**src/rtl/spr_bank_pkg.sv**
```systemverilog
package spr_bank_pkg;
  localparam int unsigned DATA_W  = 32;
  localparam int unsigned NUM_W   = 10;
  localparam int unsigned SUP_CNT = 8;
  localparam int unsigned SPLIT   = 4;  // first user-readable supervisor index

  typedef enum logic [2:0] {
    CLS_NONE,
    CLS_USER,
    CLS_SUP_RW,
    CLS_SUP_WO,
    CLS_ALIAS_RO,
    CLS_VER
  } spr_cls_e;
endpackage

```
**src/rtl/spr_decode.sv**
```systemverilog
module spr_decode
  import spr_bank_pkg::*;
#(
  parameter int unsigned NUM_W      = spr_bank_pkg::NUM_W,
  parameter int unsigned SUP_CNT    = spr_bank_pkg::SUP_CNT,
  parameter int unsigned SPLIT      = spr_bank_pkg::SPLIT,
  parameter int unsigned IDX_W      = 4,
  parameter int unsigned USER_NUM   = 256,
  parameter int unsigned SUP_BASE   = 272,
  parameter int unsigned ALIAS_BASE = 260,
  parameter int unsigned VER_NUM    = 287
) (
  input  logic [NUM_W-1:0] num_i,
  output spr_cls_e         cls_o,
  output logic [IDX_W-1:0] idx_o
);
  localparam logic [NUM_W-1:0] USER_N = NUM_W'(USER_NUM);
  localparam logic [NUM_W-1:0] VER_N  = NUM_W'(VER_NUM);

  always_comb begin
    cls_o = CLS_NONE;
    idx_o = '0;
    if (num_i == USER_N) begin
      cls_o = CLS_USER;
      idx_o = IDX_W'(SUP_CNT);
    end else if (num_i == VER_N) begin
      cls_o = CLS_VER;
    end else begin
      for (int i = 0; i < int'(SUP_CNT); i++) begin
        if (num_i == NUM_W'(SUP_BASE + i)) begin
          cls_o = (i < int'(SPLIT)) ? CLS_SUP_RW : CLS_SUP_WO;
          idx_o = IDX_W'(i);
        end
        if (i >= int'(SPLIT) && num_i == NUM_W'(ALIAS_BASE + i - SPLIT)) begin
          cls_o = CLS_ALIAS_RO;
          idx_o = IDX_W'(i);
        end
      end
    end
  end
endmodule

```
**src/rtl/spr_access_check.sv**
```systemverilog
module spr_access_check
  import spr_bank_pkg::*;
(
  input  logic     valid_i,
  input  logic     write_i,
  input  logic     priv_i,
  input  spr_cls_e cls_i,
  output logic     wr_ok_o,
  output logic     rd_ok_o,
  output logic     viol_o,
  output logic     illegal_o
);
  logic need_priv;
  logic allowed;

  always_comb begin
    unique case (cls_i)
      CLS_USER:     begin need_priv = 1'b0;    allowed = 1'b1;     end
      CLS_SUP_RW:   begin need_priv = 1'b1;    allowed = 1'b1;     end
      CLS_SUP_WO:   begin need_priv = 1'b1;    allowed = write_i;  end
      CLS_ALIAS_RO: begin need_priv = write_i; allowed = !write_i; end
      CLS_VER:      begin need_priv = 1'b1;    allowed = !write_i; end
      default:      begin need_priv = 1'b0;    allowed = 1'b0;     end
    endcase
  end

  // privilege is judged before direction
  assign viol_o    = valid_i && need_priv && !priv_i;
  assign illegal_o = valid_i && !viol_o && !allowed;
  assign wr_ok_o   = valid_i && !viol_o && allowed && write_i;
  assign rd_ok_o   = valid_i && !viol_o && allowed && !write_i;
endmodule

```
**src/rtl/spr_reg_file.sv**
```systemverilog
module spr_reg_file #(
  parameter int unsigned DATA_W = 32,
  parameter int unsigned NREG   = 9,
  parameter int unsigned IDX_W  = 4
) (
  input  logic                       clk_i,
  input  logic                       rst_ni,
  input  logic                       wr_en_i,
  input  logic [IDX_W-1:0]           wr_idx_i,
  input  logic [DATA_W-1:0]          wr_data_i,
  output logic [NREG-1:0][DATA_W-1:0] regs_o
);
  for (genvar g = 0; g < int'(NREG); g++) begin : g_reg
    always_ff @(posedge clk_i or negedge rst_ni) begin
      if (!rst_ni)                                   regs_o[g] <= '0;
      else if (wr_en_i && wr_idx_i == IDX_W'(g))     regs_o[g] <= wr_data_i;
    end
  end


  reset_clear_chk: assert property (@(posedge clk_i) !rst_ni |-> regs_o == '0);
endmodule

```
**src/rtl/spr_scratch_bank.sv**
```systemverilog
module spr_scratch_bank
  import spr_bank_pkg::*;
#(
  parameter int unsigned      DATA_W     = spr_bank_pkg::DATA_W,
  parameter int unsigned      NUM_W      = spr_bank_pkg::NUM_W,
  parameter int unsigned      SUP_CNT    = spr_bank_pkg::SUP_CNT,
  parameter int unsigned      SPLIT      = spr_bank_pkg::SPLIT,
  parameter int unsigned      USER_NUM   = 256,
  parameter int unsigned      SUP_BASE   = 272,
  parameter int unsigned      ALIAS_BASE = 260,
  parameter int unsigned      VER_NUM    = 287,
  parameter logic [DATA_W-1:0] VER_VALUE = 32'h7A31_0205
) (
  input  logic              clk_i,
  input  logic              rst_ni,
  input  logic              req_valid_i,
  input  logic              req_write_i,
  input  logic              req_priv_i,
  input  logic [NUM_W-1:0]  req_num_i,
  input  logic [DATA_W-1:0] req_wdata_i,
  output logic [DATA_W-1:0] rd_data_o,
  output logic              priv_viol_o,
  output logic              illegal_o
);
  localparam int unsigned NREG     = SUP_CNT + 1;
  localparam int unsigned IDX_W    = $clog2(NREG);
  localparam int unsigned USER_IDX = SUP_CNT;

  spr_cls_e                    cls;
  logic [IDX_W-1:0]            idx;
  logic                        wr_ok, rd_ok;
  logic [NREG-1:0][DATA_W-1:0] regs;

  spr_decode #(
    .NUM_W(NUM_W), .SUP_CNT(SUP_CNT), .SPLIT(SPLIT), .IDX_W(IDX_W),
    .USER_NUM(USER_NUM), .SUP_BASE(SUP_BASE), .ALIAS_BASE(ALIAS_BASE), .VER_NUM(VER_NUM)
  ) u_decode (
    .num_i (req_num_i),
    .cls_o (cls),
    .idx_o (idx)
  );

  spr_access_check u_check (
    .valid_i   (req_valid_i),
    .write_i   (req_write_i),
    .priv_i    (req_priv_i),
    .cls_i     (cls),
    .wr_ok_o   (wr_ok),
    .rd_ok_o   (rd_ok),
    .viol_o    (priv_viol_o),
    .illegal_o (illegal_o)
  );

  spr_reg_file #(.DATA_W(DATA_W), .NREG(NREG), .IDX_W(IDX_W)) u_regs (
    .clk_i     (clk_i),
    .rst_ni    (rst_ni),
    .wr_en_i   (wr_ok),
    .wr_idx_i  (idx),
    .wr_data_i (req_wdata_i),
    .regs_o    (regs)
  );

  always_comb begin
    rd_data_o = '0;
    if (rd_ok) rd_data_o = (cls == CLS_VER) ? VER_VALUE : regs[idx];
  end


  no_write_on_fault_chk: assert property (@(posedge clk_i) disable iff (!rst_ni)
    req_valid_i && (priv_viol_o || illegal_o) |=> $stable(regs));

  fault_excl_chk: assert property (@(posedge clk_i) disable iff (!rst_ni)
    $onehot0({priv_viol_o, illegal_o}));

  fault_zero_chk: assert property (@(posedge clk_i) disable iff (!rst_ni)
    (priv_viol_o || illegal_o) |-> rd_data_o == '0);

  ver_read_chk: assert property (@(posedge clk_i) disable iff (!rst_ni)
    req_valid_i && !req_write_i && req_priv_i && req_num_i == NUM_W'(VER_NUM)
    |-> rd_data_o == VER_VALUE);

  user_write_chk: assert property (@(posedge clk_i) disable iff (!rst_ni)
    req_valid_i && req_write_i && req_num_i == NUM_W'(USER_NUM)
    |=> regs[USER_IDX] == $past(req_wdata_i));

  user_sup_write_chk: assert property (@(posedge clk_i) disable iff (!rst_ni)
    req_valid_i && req_write_i && !req_priv_i &&
    req_num_i >= NUM_W'(SUP_BASE) && req_num_i < NUM_W'(SUP_BASE + SUP_CNT)
    |-> priv_viol_o);

  idle_quiet_chk: assert property (@(posedge clk_i) disable iff (!rst_ni)
    !req_valid_i |-> !priv_viol_o && !illegal_o && rd_data_o == '0);
endmodule

```
**config.mk**
```make
export PLATFORM = sky130hd
export DESIGN_NAME = spr_scratch_bank
export DESIGN_NICKNAME = d
export VERILOG_FILES = /design/src/rtl/spr_bank_pkg.sv /design/src/rtl/spr_decode.sv /design/src/rtl/spr_access_check.sv /design/src/rtl/spr_reg_file.sv /design/src/rtl/spr_scratch_bank.sv
export SDC_FILE = /design/constraint.sdc
export NUM_CORES = 1
export LEC_CHECK = 0
export BUFFER_PORTS_ARGS = -buffer_cell sky130_fd_sc_hd__buf_2
export CAP_MARGIN = 20
export CORE_MARGIN = 2
export CORE_UTILIZATION = 45
export DETAILED_ROUTE_END_ITERATION = 16
export HOLD_SLACK_MARGIN = 0.03
export PLACE_DENSITY = 0.7
export SYNTH_ARGS = -nofsm -noshare
export SYNTH_HDL_FRONTEND = slang
export SYNTH_SLANG_ARGS = --single-unit
```
**constraint.sdc**
```tcl
create_clock -name clk_i -period 2.85 [get_ports clk_i]
set_input_delay 0.4275 -clock clk_i [delete_from_list [all_inputs] [get_ports clk_i]]
set_output_delay 0.4275 -clock clk_i [all_outputs]
set_load 0.02 [all_outputs]
```
Yosys cells after proc, flatten, opt, wreduce, memory -nomap -nowiden
Cells that the tools add are included.
- magnitude comparators: 1
- eq/ne operators: 27
- mux-type cells: 33
- reduce and logical (&&, ||, !) cells: 24
- operators with widths (cell ; count):
    == test 10 x 9 -> 1 bit, second input constant ; 14
    binary-select mux 32 bit (select 4 bit) ; 1
    two-way mux 32 bit ; 3
    two-way mux 3 bit ; 18
    == test 4 x 3 -> 1 bit, second input constant ; 4
    logical AND 1 bit ; 16
    two-way mux 2 bit ; 7
    == test 4 x 2 -> 1 bit, second input constant ; 2
    == test 3 x 2 -> 1 bit, second input constant ; 2
    == test 3 bit, second input constant ; 2
    less-than comparator 4 x 5 -> 1 bit, second input constant ; 1
    == test 4 x 1 -> 1 bit, second input constant ; 1
    == test 4 bit, second input constant ; 1
    zero test 1 bit ; 4
    zero test 4 bit ; 1
    two-way mux 4 bit ; 1
    OR reduction 2 bit ; 2
    == test 3 x 1 -> 1 bit, second input constant ; 1
    one-hot mux 1 bit (3 select lines) ; 1
    OR reduction 3 bit ; 1
    one-hot mux 1 bit (2 select lines) ; 1
    two-way mux 1 bit ; 1
- register bits: 288
- bits of input ports: 47
- output and inout bits: 34
- logic and storage cells: 94

Logic depth before layout (Yosys ltp)
Gate-level depths: netlist (run 1).
- word-level depth: 25
- mapped depth: 9

Modules after synthesis
From an unflattened synthesis (run 1), not the netlist that was laid out.
- cell total of the unflattened synthesis: 898
- area, all modules: 13616.8 sq um
- modules (own cells, without submodules) (module ; instances ; cells each ; area an instance (sq um) ; sequential area each (sq um)):
    spr_reg_file ; 1 ; 620 ; 10696.5 ; 7206.9
    spr_scratch_bank ; 1 ; 242 ; 2645.0 ; 0.0
    spr_decode ; 1 ; 18 ; 151.4 ; 0.0
    spr_access_check ; 1 ; 18 ; 123.9 ; 0.0

Least setup slack after synthesis (run 1)
OpenSTA, ideal clock, no wires.
- path kind: input -> output
- start point: input req_num_i[5]
- end point: output rd_data_o[12]
- arrival: 2853 ps
- data required time: 2423 ps
- slack: -431 ps
- cell stages on the path: 5
- buffers on the path: 1
- path through: or4b_1 -> buf_4 -> nor4_4 -> o22ai_1 -> a2111oi_0
- word-level cells in the longest chain between the ends: 25
- elaborated cells between the ends (all ways): 61
- those cells by class: 19 x eq/ne; 33 x mux; 9 x reduce/logical
- ends and longest elaborated chain (item ; line ; text):
    start: declaration ; spr_scratch_bank.sv:19 ; input logic [NUM_W-1:0] req_num_i,
    == test 10 x 9 -> 1 bit ; spr_decode.sv:30 ; if (num_i == NUM_W'(SUP_BASE + i)) begin
    two-way mux 2 bit (5 in series) ; spr_decode.sv:30 ;
    two-way mux 3 bit ; spr_decode.sv:34 ; if (i >= int'(SPLIT) && num_i == NUM_W'(ALIAS_BASE + i - SPLIT)) begin
    two-way mux 3 bit ; spr_decode.sv:30 ;
    two-way mux 3 bit ; spr_decode.sv:34 ;
    two-way mux 3 bit ; spr_decode.sv:30 ;
    two-way mux 3 bit ; spr_decode.sv:34 ;
    two-way mux 3 bit ; spr_decode.sv:30 ;
    [2 not listed] ; - ;
    two-way mux 3 bit ; spr_decode.sv:23 ; if (num_i == USER_N) begin
    == test 3 bit / == test 3 x 2 -> 1 bit (equally long branches) ; spr_access_check.sv:17, spr_scratch_bank.sv:65 ;
    OR reduction 3 bit (no line) ; - ;
    one-hot mux 1 bit (2 select lines) ; spr_access_check.sv:17 ; unique case (cls_i)
    logical AND 1 bit (2 in series) ; spr_access_check.sv:28 ; assign viol_o = valid_i && need_priv && !priv_i;
    zero test 1 bit ; spr_access_check.sv:31 ; assign rd_ok_o = valid_i && !viol_o && allowed && !write_i;
    logical AND 1 bit (3 in series) ; spr_access_check.sv:31 ;
    two-way mux 32 bit (*) ; spr_scratch_bank.sv:65 ; if (rd_ok) rd_data_o = (cls == CLS_VER) ? VER_VALUE : regs[idx];
    end: declaration ; spr_scratch_bank.sv:21 ; output logic [DATA_W-1:0] rd_data_o,
Mark *: on every way between the ends. The rest lies on a longest branch, timed or not. The select of a mux whose other input is x is not followed.

Final worst setup path (run 1)
Same ends and word-level chain as after synthesis.

==> results.txt, run 1 <==
Result of the run: finished, violations left
Violated checks: negative setup slack
Master cell of the clock root buffer: clkbuf_16
Number of primary I/O pins: 81
Worst hold path type: primary input to flip-flop
Initial detailed-routing violation count: 954
Kind of capture point of the worst setup path: output port
Clock transition at the registers of the reported paths: 0.06 ns
Standard cell core area: 30600 um2
H-tree Lvls: 1
Critical Path Source: req_num_i[5]
Required arrival time at the worst endpoint: 2.42 ns
Final Critical Period: 2.97 ns
Areal power density over the cells: 488 nW/um2
Worst setup slack for register-to-register paths: 2.02 ns
Post-Place Worst Slack: -0.431 ns
FF/Latch Area: 7210 um2
Adder and majority gate portion of the synthesized area: 0%
Max FFs per register: 288
Filler cells: 2400
Endpoint of the most critical setup path: rd_data_o[12]
Maximum number of buffers from clock root to sink: 3
Antenna Cells: 0
Max-cap viol count: 0
VDD IR-drop max: 0.518 mV
Simple logic cell fraction of the synthesized area: 6.26%
Cell family with the largest share of critical-path delay: simple AND/OR/NAND/NOR gates
Startpoint of the lowest-slack register-to-register path: u_regs.regs_o[133]
Largest registers: u_regs.regs_o x288
Setup ws final: -0.120 ns
Total length of routed wires: 42.2 mm
CP max-delay cell: or4b_4
RSZ-0062 raised after global routing: yes
RR Endpoint: u_regs.regs_o[133]
Overall fraction of global-route tracks in use: 25.5%
Net count of the mapped netlist: 1138
Final instance area: 18000 um2
Slew of the pin with the lowest slew margin: 0.515 ns
Antenna Violating Nets Remaining: 0
FF+latch count, synth: 288
Share of the yosys chip area belonging to registers: 51.6%
Most common cell after layout, fill and taps aside: dfrtp_1
Mean post-synth cell area: 12.8 um2
Layout Nets: 1343
Static Leak: 8.64 nW
Area share of xor/xnor cells in the synthesized design: 0.0627%
Max-Slew Margin vs Limit: 65.6%
Layout Skew: 0 ns
Drt via density: 6.17
Max frequency: 337 MHz
Die width: 180 um
Vert. Die Dim: 180 um
Worst EP arrival: 2.54 ns
Number of cell rows: 64
Max-slew violation count: 0
Proportion of layout cells with a drive suffix above 1: 50.8%
Die ar.: 32500 um2
Number of antenna violations at the first check in global routing: 0
RePlAce Congestion: 0.922
Layout Cells excl Fill: 1714
Clock sink total: 288
Unique masters post-synth: 73
Post-synth top flop: dfrtp_1
Global-route congestion overflow total: 0
Cell seen most often among critical-path stages: buf_12
Post-placement cell area: 16000 um2
Area growth syn-to-layout: 28.5%
Dpl hpwl: 27.3 mm
Footprint of the multi-input gates: 6830 um2
Share of the clock period used by the worst path: 104%
Initial cell density of the core: 45.7%
Global-route wire length before repair: 65.1 mm
Synthesized cell area: 14000 um2
Async S/R FF share, synth: 100%
Largest stage delay on the critical path: 0.55 ns
Yosys Warn Count: 0
Total CTS buffers: 30
Final core utilization: 58.7%
Vias in the first global route: 10979
Worst Reg-to-Reg Cells: 1
Skew-Pair Late Insertion Delay: 0.57 ns
Fraction of synthesized area in multiplexers: 27.1%
Largest family of logic cells by synthesized area: multiplexers
Avg WL per Cell: 24.6 um
Compound-Gate Fraction of Synth Area: 11.2%
Sort of element at the start of the critical path: primary input
WS Path Type: primary input to output port
Largest driver fanout on the critical path: 8
Remaining routing DRC violations: 0
Count of flip-flops with a built-in enable after synthesis: 0
IO Port Bufs: 80
Detailed-router iteration count before antenna repair: 7
Post-Synthesis Cells: 1091
Crit path cell chain: buf_6 -> or4b_4 -> buf_12 -> nor2_8 -> and3_4 -> nand4b_1 -> buf_12 -> buf_12 -> a2111oi_4 -> buf_4
Total via count in the routed design: 10574
Worst Path Buf+Inv: 5
Register ranked first by flip-flop count: u_regs.regs_o
Commonest cells after routing, fill and taps aside: dfrtp_1 (288), mux2_2 (261), buf_4 (146)
Pin count of the biggest net entering global routing: 85
Final setup violating endpoints: 22
Setup_tns: -1.04 ns
Instance count after placement with tap cells included: 1635
Clock tree from TritonCTS: done
Logic depth of the worst setup path including buffers: 10
Final Hold Vio Count: 0
## cell families (layout without fill, tap and decap cells)
kind of cell / after synthesis / count (layout)
and+or+nand+nor: 152 / 152
xor gates and xnor gates: 1 / 1
DFF: 288 / 288
buffers and inverters: 105 / 332
muxes: 341 / 341
AOI/OAI and AO/OA: 204 / 204
## per-layer routing
layer  part of all wire [%]  vias to the layer above  routed length [um]  global-route usage [%]
met2                     48                      427               20200                    41.4
li1                       -                     4523                   -                       -
met1                     42                     5509               17700                    34.4
met3                    6.4                      115                2720                    4.18
met4                    3.7                        0                1580                    9.65
met5                      0                        -                   0                       0
## stage by stage
stage	hold slack, ns	total power, W
after floorplan	0.132	0.00442
after global placement	0.382	0.00475
after detailed placement	0.383	0.00476
after CTS	0.172	0.00879
after global routing	0.197	0.00904
final	0.189	0.00877
## cell usage after synthesis, drive strengths merged, types with 2 or more instances
cell / n / share of area (%)
mux2: 300 / 24
dfrtp: 288 / 52
buf: 59 / 2.6
nor2: 42 / 1.4
mux2i: 41 / 2.9
a21oi: 35 / 1.3
nand2: 28 / 0.75
clkbuf: 25 / 0.67
inv: 21 / 0.56
nor3: 19 / 0.88
o22ai: 17 / 0.76
a221oi: 14 / 0.88
o21ai: 14 / 0.50
a211oi: 13 / 0.73
nand3: 12 / 0.50
o221ai: 12 / 0.75
o41ai: 11 / 0.69
a2bb2oi: 10 / 0.63
a31oi: 10 / 0.45
a222oi: 9 / 0.64
nand2b: 9 / 0.40
a21o: 8 / 0.43
nand4: 8 / 0.36
o2bb2ai: 8 / 0.50
nor2b: 7 / 0.31
nor4: 7 / 0.53
o221a: 6 / 0.48
a2111oi: 5 / 0.36
a221o: 4 / 0.29
a22oi: 4 / 0.21
and3: 4 / 0.18
a41oi: 3 / 0.19
and2: 3 / 0.13
nor4b: 3 / 0.23
o22a: 3 / 0.19
o32a: 3 / 0.21
or2: 3 / 0.13
a311oi: 2 / 0.13
nand3b: 2 / 0.11
o211a: 2 / 0.14
## cell type report
type / instances / area share [%]
clock buffers: 48 / 5.18
well taps: 396 / 2.76
repair buffers: 257 / 13.0
flip-flops and latches: 288 / 40.1
clock inverters: 6 / 0.474
multi-input cells: 698 / 38.0
inverters: 21 / 0.439
## worst min path at each step
stage                         end            from  cells past startpoint
3_3_place_gp   u_regs.regs_o[279]          rst_ni                      1
2_1_floorplan    u_regs.regs_o[0]          rst_ni                      0
3_5_place_dp   u_regs.regs_o[282]          rst_ni                      1
5_1_grt        u_regs.regs_o[162]  req_wdata_i[2]                      2
6_report       u_regs.regs_o[162]  req_wdata_i[2]                      2
4_1_cts        u_regs.regs_o[129]  req_wdata_i[1]                      2
## power by group
| group | internal [W] | total, W | switching, W |
|---|---|---|---|
| clock | 0.00239 | 0.00403 | 0.00163 |
| sequential | 0.00412 | 0.00414 | 0.0000193 |
| combinational | 0.000218 | 0.000603 | 0.000385 |
| total | 0.00673 | 0.00877 | 0.00204 |
## what timing repair did
action / in CTS / in global routing
gates resized for setup: 100 / 62
setup buffers: 14 / 13
pin swaps: 25 / 31
endpoints found under the hold margin: 49 / 0
hold buffers: 1 / 0
cloned: 0 / 1
setup endpoints to repair: 32 / 31
(Power assumes the default switching activity.)
==> inputs of run 2 (changes only) <==
--- a/config.mk
+++ b/config.mk
@@ -7,11 +7,13 @@
 export LEC_CHECK = 0
 export BUFFER_PORTS_ARGS = -buffer_cell sky130_fd_sc_hd__buf_2
 export CAP_MARGIN = 20
+export CELL_PAD_IN_SITES_DETAIL_PLACEMENT = 0
+export CELL_PAD_IN_SITES_GLOBAL_PLACEMENT = 1
 export CORE_MARGIN = 2
 export CORE_UTILIZATION = 45
 export DETAILED_ROUTE_END_ITERATION = 16
 export HOLD_SLACK_MARGIN = 0.03
-export PLACE_DENSITY = 0.7
+export PLACE_DENSITY = 0.8
 export SYNTH_ARGS = -nofsm -noshare
 export SYNTH_HDL_FRONTEND = slang
 export SYNTH_SLANG_ARGS = --single-unit
==> run 2 against run 1 <==
  * The flow still finishes with violations (negative setup slack)
  * Via count down 1.9%
  * First-iteration DRC count down 6.1%
  * Non-clock buffer count down 1
  * Routed wire length up 1.1%
  * Worst setup slack worse by 0.0076 ns
  * Sequential power about the same
  * Critical path type unchanged
  * Largest power group is now the clock network
  * Highest routed layer unchanged
==> results.txt, run 2 (synthesis gave the netlist of run 1 again) <==
IO Port Bufs: 80 (unchanged)
Drt via density: 6.04 (-2.0%)
Worst EP arrival: 2.55 ns (about the same)
Slew of the pin with the lowest slew margin: 0.713 ns (+0.198 ns)
Violated checks: negative setup slack
RePlAce Congestion: 0.921 (about the same)
Avg WL per Cell: 24.9 um (+0.98%)
CP max-delay cell: or4b_4
Maximum number of buffers from clock root to sink: 3 (unchanged)
Worst Path Buf+Inv: 5 (unchanged)
Commonest cells after routing, fill and taps aside: dfrtp_1 (288), mux2_2 (261), buf_4 (152)
Crit path cell chain: buf_6 -> or4b_4 -> buf_12 -> nor2_8 -> and3_4 -> nand3b_1 -> buf_6 -> a2111oi_4 -> buf_4 -> buf_6
RSZ-0062 raised after global routing: yes
H-tree Lvls: 1 (unchanged)
Hold Crit Depth: 2 (unchanged)
Setup_tns: -1.80 ns (-0.763 ns)
Logic depth of the worst setup path including buffers: 10 (unchanged)
Die ar.: 32500 um2 (unchanged)
Required arrival time at the worst endpoint: 2.42 ns (about the same)
Pin count of the biggest net entering global routing: 77 (-9.4%)
Initial cell density of the core: 45.7% (unchanged)
Max FFs per register: 288 (unchanged)
Largest driver fanout on the critical path: 8 (unchanged)
Number of antenna violations at the first check in global routing: 1 (+1)
Total via count in the routed design: 10373 (-1.9%)
Static Leak: 8.65 nW (about the same)
Largest stage delay on the critical path: 0.57 ns (+0.02 ns)
Cell family with the largest share of critical-path delay: simple AND/OR/NAND/NOR gates
Global-route congestion overflow total: 0 (unchanged)
Final instance area: 17900 um2 (-0.22%)
WS Path Type: primary input to output port
Total length of routed wires: 42.6 mm (+1.1%)
Worst hold path type: primary input to flip-flop
Number of cell rows: 64 (unchanged)
Total CTS buffers: 31 (+3.3%)
VDD IR-drop max: 0.509 mV (-1.7%)
Proportion of layout cells with a drive suffix above 1: 49.8% (-0.95 points)
Master cell of the clock root buffer: clkbuf_16
Dpl hpwl: 28.2 mm (+3.4%)
Global-route wire length before repair: 65.1 mm (about the same)
Result of the run: finished, violations left
Layout Nets: 1343 (unchanged)
Largest registers: u_regs.regs_o x288
Setup ws final: -0.127 ns (-0.00764 ns)
Sort of element at the start of the critical path: primary input
Register ranked first by flip-flop count: u_regs.regs_o
Standard cell core area: 30600 um2 (unchanged)
Max-Slew Margin vs Limit: 52.2% (-13 points)
Final setup violating endpoints: 30 (+36%)
Post-placement cell area: 16100 um2 (+0.84%)
Max frequency: 336 MHz (-0.26%)
Layout Cells excl Fill: 1716 (+0.12%)
Clock tree from TritonCTS: done
Share of the clock period used by the worst path: 104% (+0.27 points)
Clock transition at the registers of the reported paths: 0.06 ns (about the same)
Detailed-router iteration count before antenna repair: 6 (-1)
Instance count after placement with tap cells included: 1648 (+0.80%)
Remaining routing DRC violations: 0 (unchanged)
Clock sink total: 288 (unchanged)
Initial detailed-routing violation count: 896 (-6.1%)
Vert. Die Dim: 180 um (unchanged)
Hold_ws: 0.200 ns (+0.0104 ns)
Number of primary I/O pins: 81 (unchanged)
Skew-Pair Late Insertion Delay: 0.56 ns (about the same)
Vias in the first global route: 10745 (-2.1%)
Final Hold Vio Count: 0 (unchanged)
Areal power density over the cells: 510 nW/um2 (+4.5%)
Layout Skew: 0 ns (unchanged)
Antenna Violating Nets Remaining: 0 (unchanged)
Final Critical Period: 2.98 ns (+0.00764 ns)
Overall fraction of global-route tracks in use: 25.8% (+0.31 points)
Kind of capture point of the worst setup path: output port
Most common cell after layout, fill and taps aside: dfrtp_1
Cell seen most often among critical-path stages: buf_6
Max-slew violation count: 0 (unchanged)
Area growth syn-to-layout: 28.2%
Max-cap viol count: 0 (unchanged)
Final core utilization: 58.6% (-0.13 points)
Worst Reg-to-Reg Cells: 1 (unchanged)
Die width: 180 um (unchanged)
[run 2: cell count changes in the layout (fill, tap and decap cells not counted), moves of 5 or more]
cell and delta:
buf_4 +6, buf_6 -9, clkbuf_1 -8, clkinv_2 +5, o2bb2ai_1 +5, o2bb2ai_2 -5
[run 2: path summary, 6_finish.rpt]
kind / end / from / slack [ns]
setup / recovery: rd_data_o[0] / req_num_i[5] / -0.13
hold / removal: u_regs.regs_o[136] / req_wdata_i[8] / 0.20
setup reg to reg: u_regs.regs_o[129] / u_regs.regs_o[129] / 2.03
hold reg to reg: u_regs.regs_o[200] / u_regs.regs_o[200] / 0.49
max in group asynchronous: u_regs.regs_o[258] / rst_ni / 1.73
min in group asynchronous: u_regs.regs_o[131] / rst_ni / 0.35
[run 2: routing by layer]
metal / up-vias / part of all wire, % / wire length [um] / global-route usage, %
met2: 362 / 47 / 20000 / 40.5
met5: - / 0 / 0 / 0
met3: 75 / 6.1 / 2610 / 5.11
li1: 4537 / - / - / -
met4: 0 / 2.2 / 955 / 7.81
met1: 5399 / 45 / 19100 / 36.3
[run 2: per-stage QoR]
stage                     setup WS, ns  total power, W
final                           -0.127         0.00914
after CTS                       -0.113         0.00918
after global placement          -0.225         0.00476
after detailed placement        -0.257         0.00477
after floorplan                 -0.184         0.00442
after global routing            -0.169         0.00941
[run 2: repair_timing]
| action | 4_1_cts | 5_1_grt |
|---|---|---|
| gates cloned | 0 | 1 |
| buffers inserted | 4 | 5 |
| endpoints found under the hold margin | 38 | 0 |
| hold buffers | 1 | 0 |
| setup endpoints to repair | 32 | 32 |
| resized for setup | 51 | 56 |
| pin swaps | 10 | 20 |
[run 2: area by class of cell]
cell class / count / area (um2)
Sequential cell: 288 / 7210
Multi-Input combinational cell: 698 / 6730
Timing Repair Buffer: 256 / 2280
Inverter: 21 / 78.8
Fill cell: 2489 / 12700
Antenna cell: 1 / 2.50
Tap cell: 396 / 495
Clock buffer: 39 / 886
Clock inverter: 17 / 246
[run 2: where the power goes]
group / switching, W / internal (W)
combinational: 0.000385 / 0.000218
clock: 0.00168 / 0.00273
sequential: 0.0000183 / 0.00412
total: 0.00208 / 0.00706
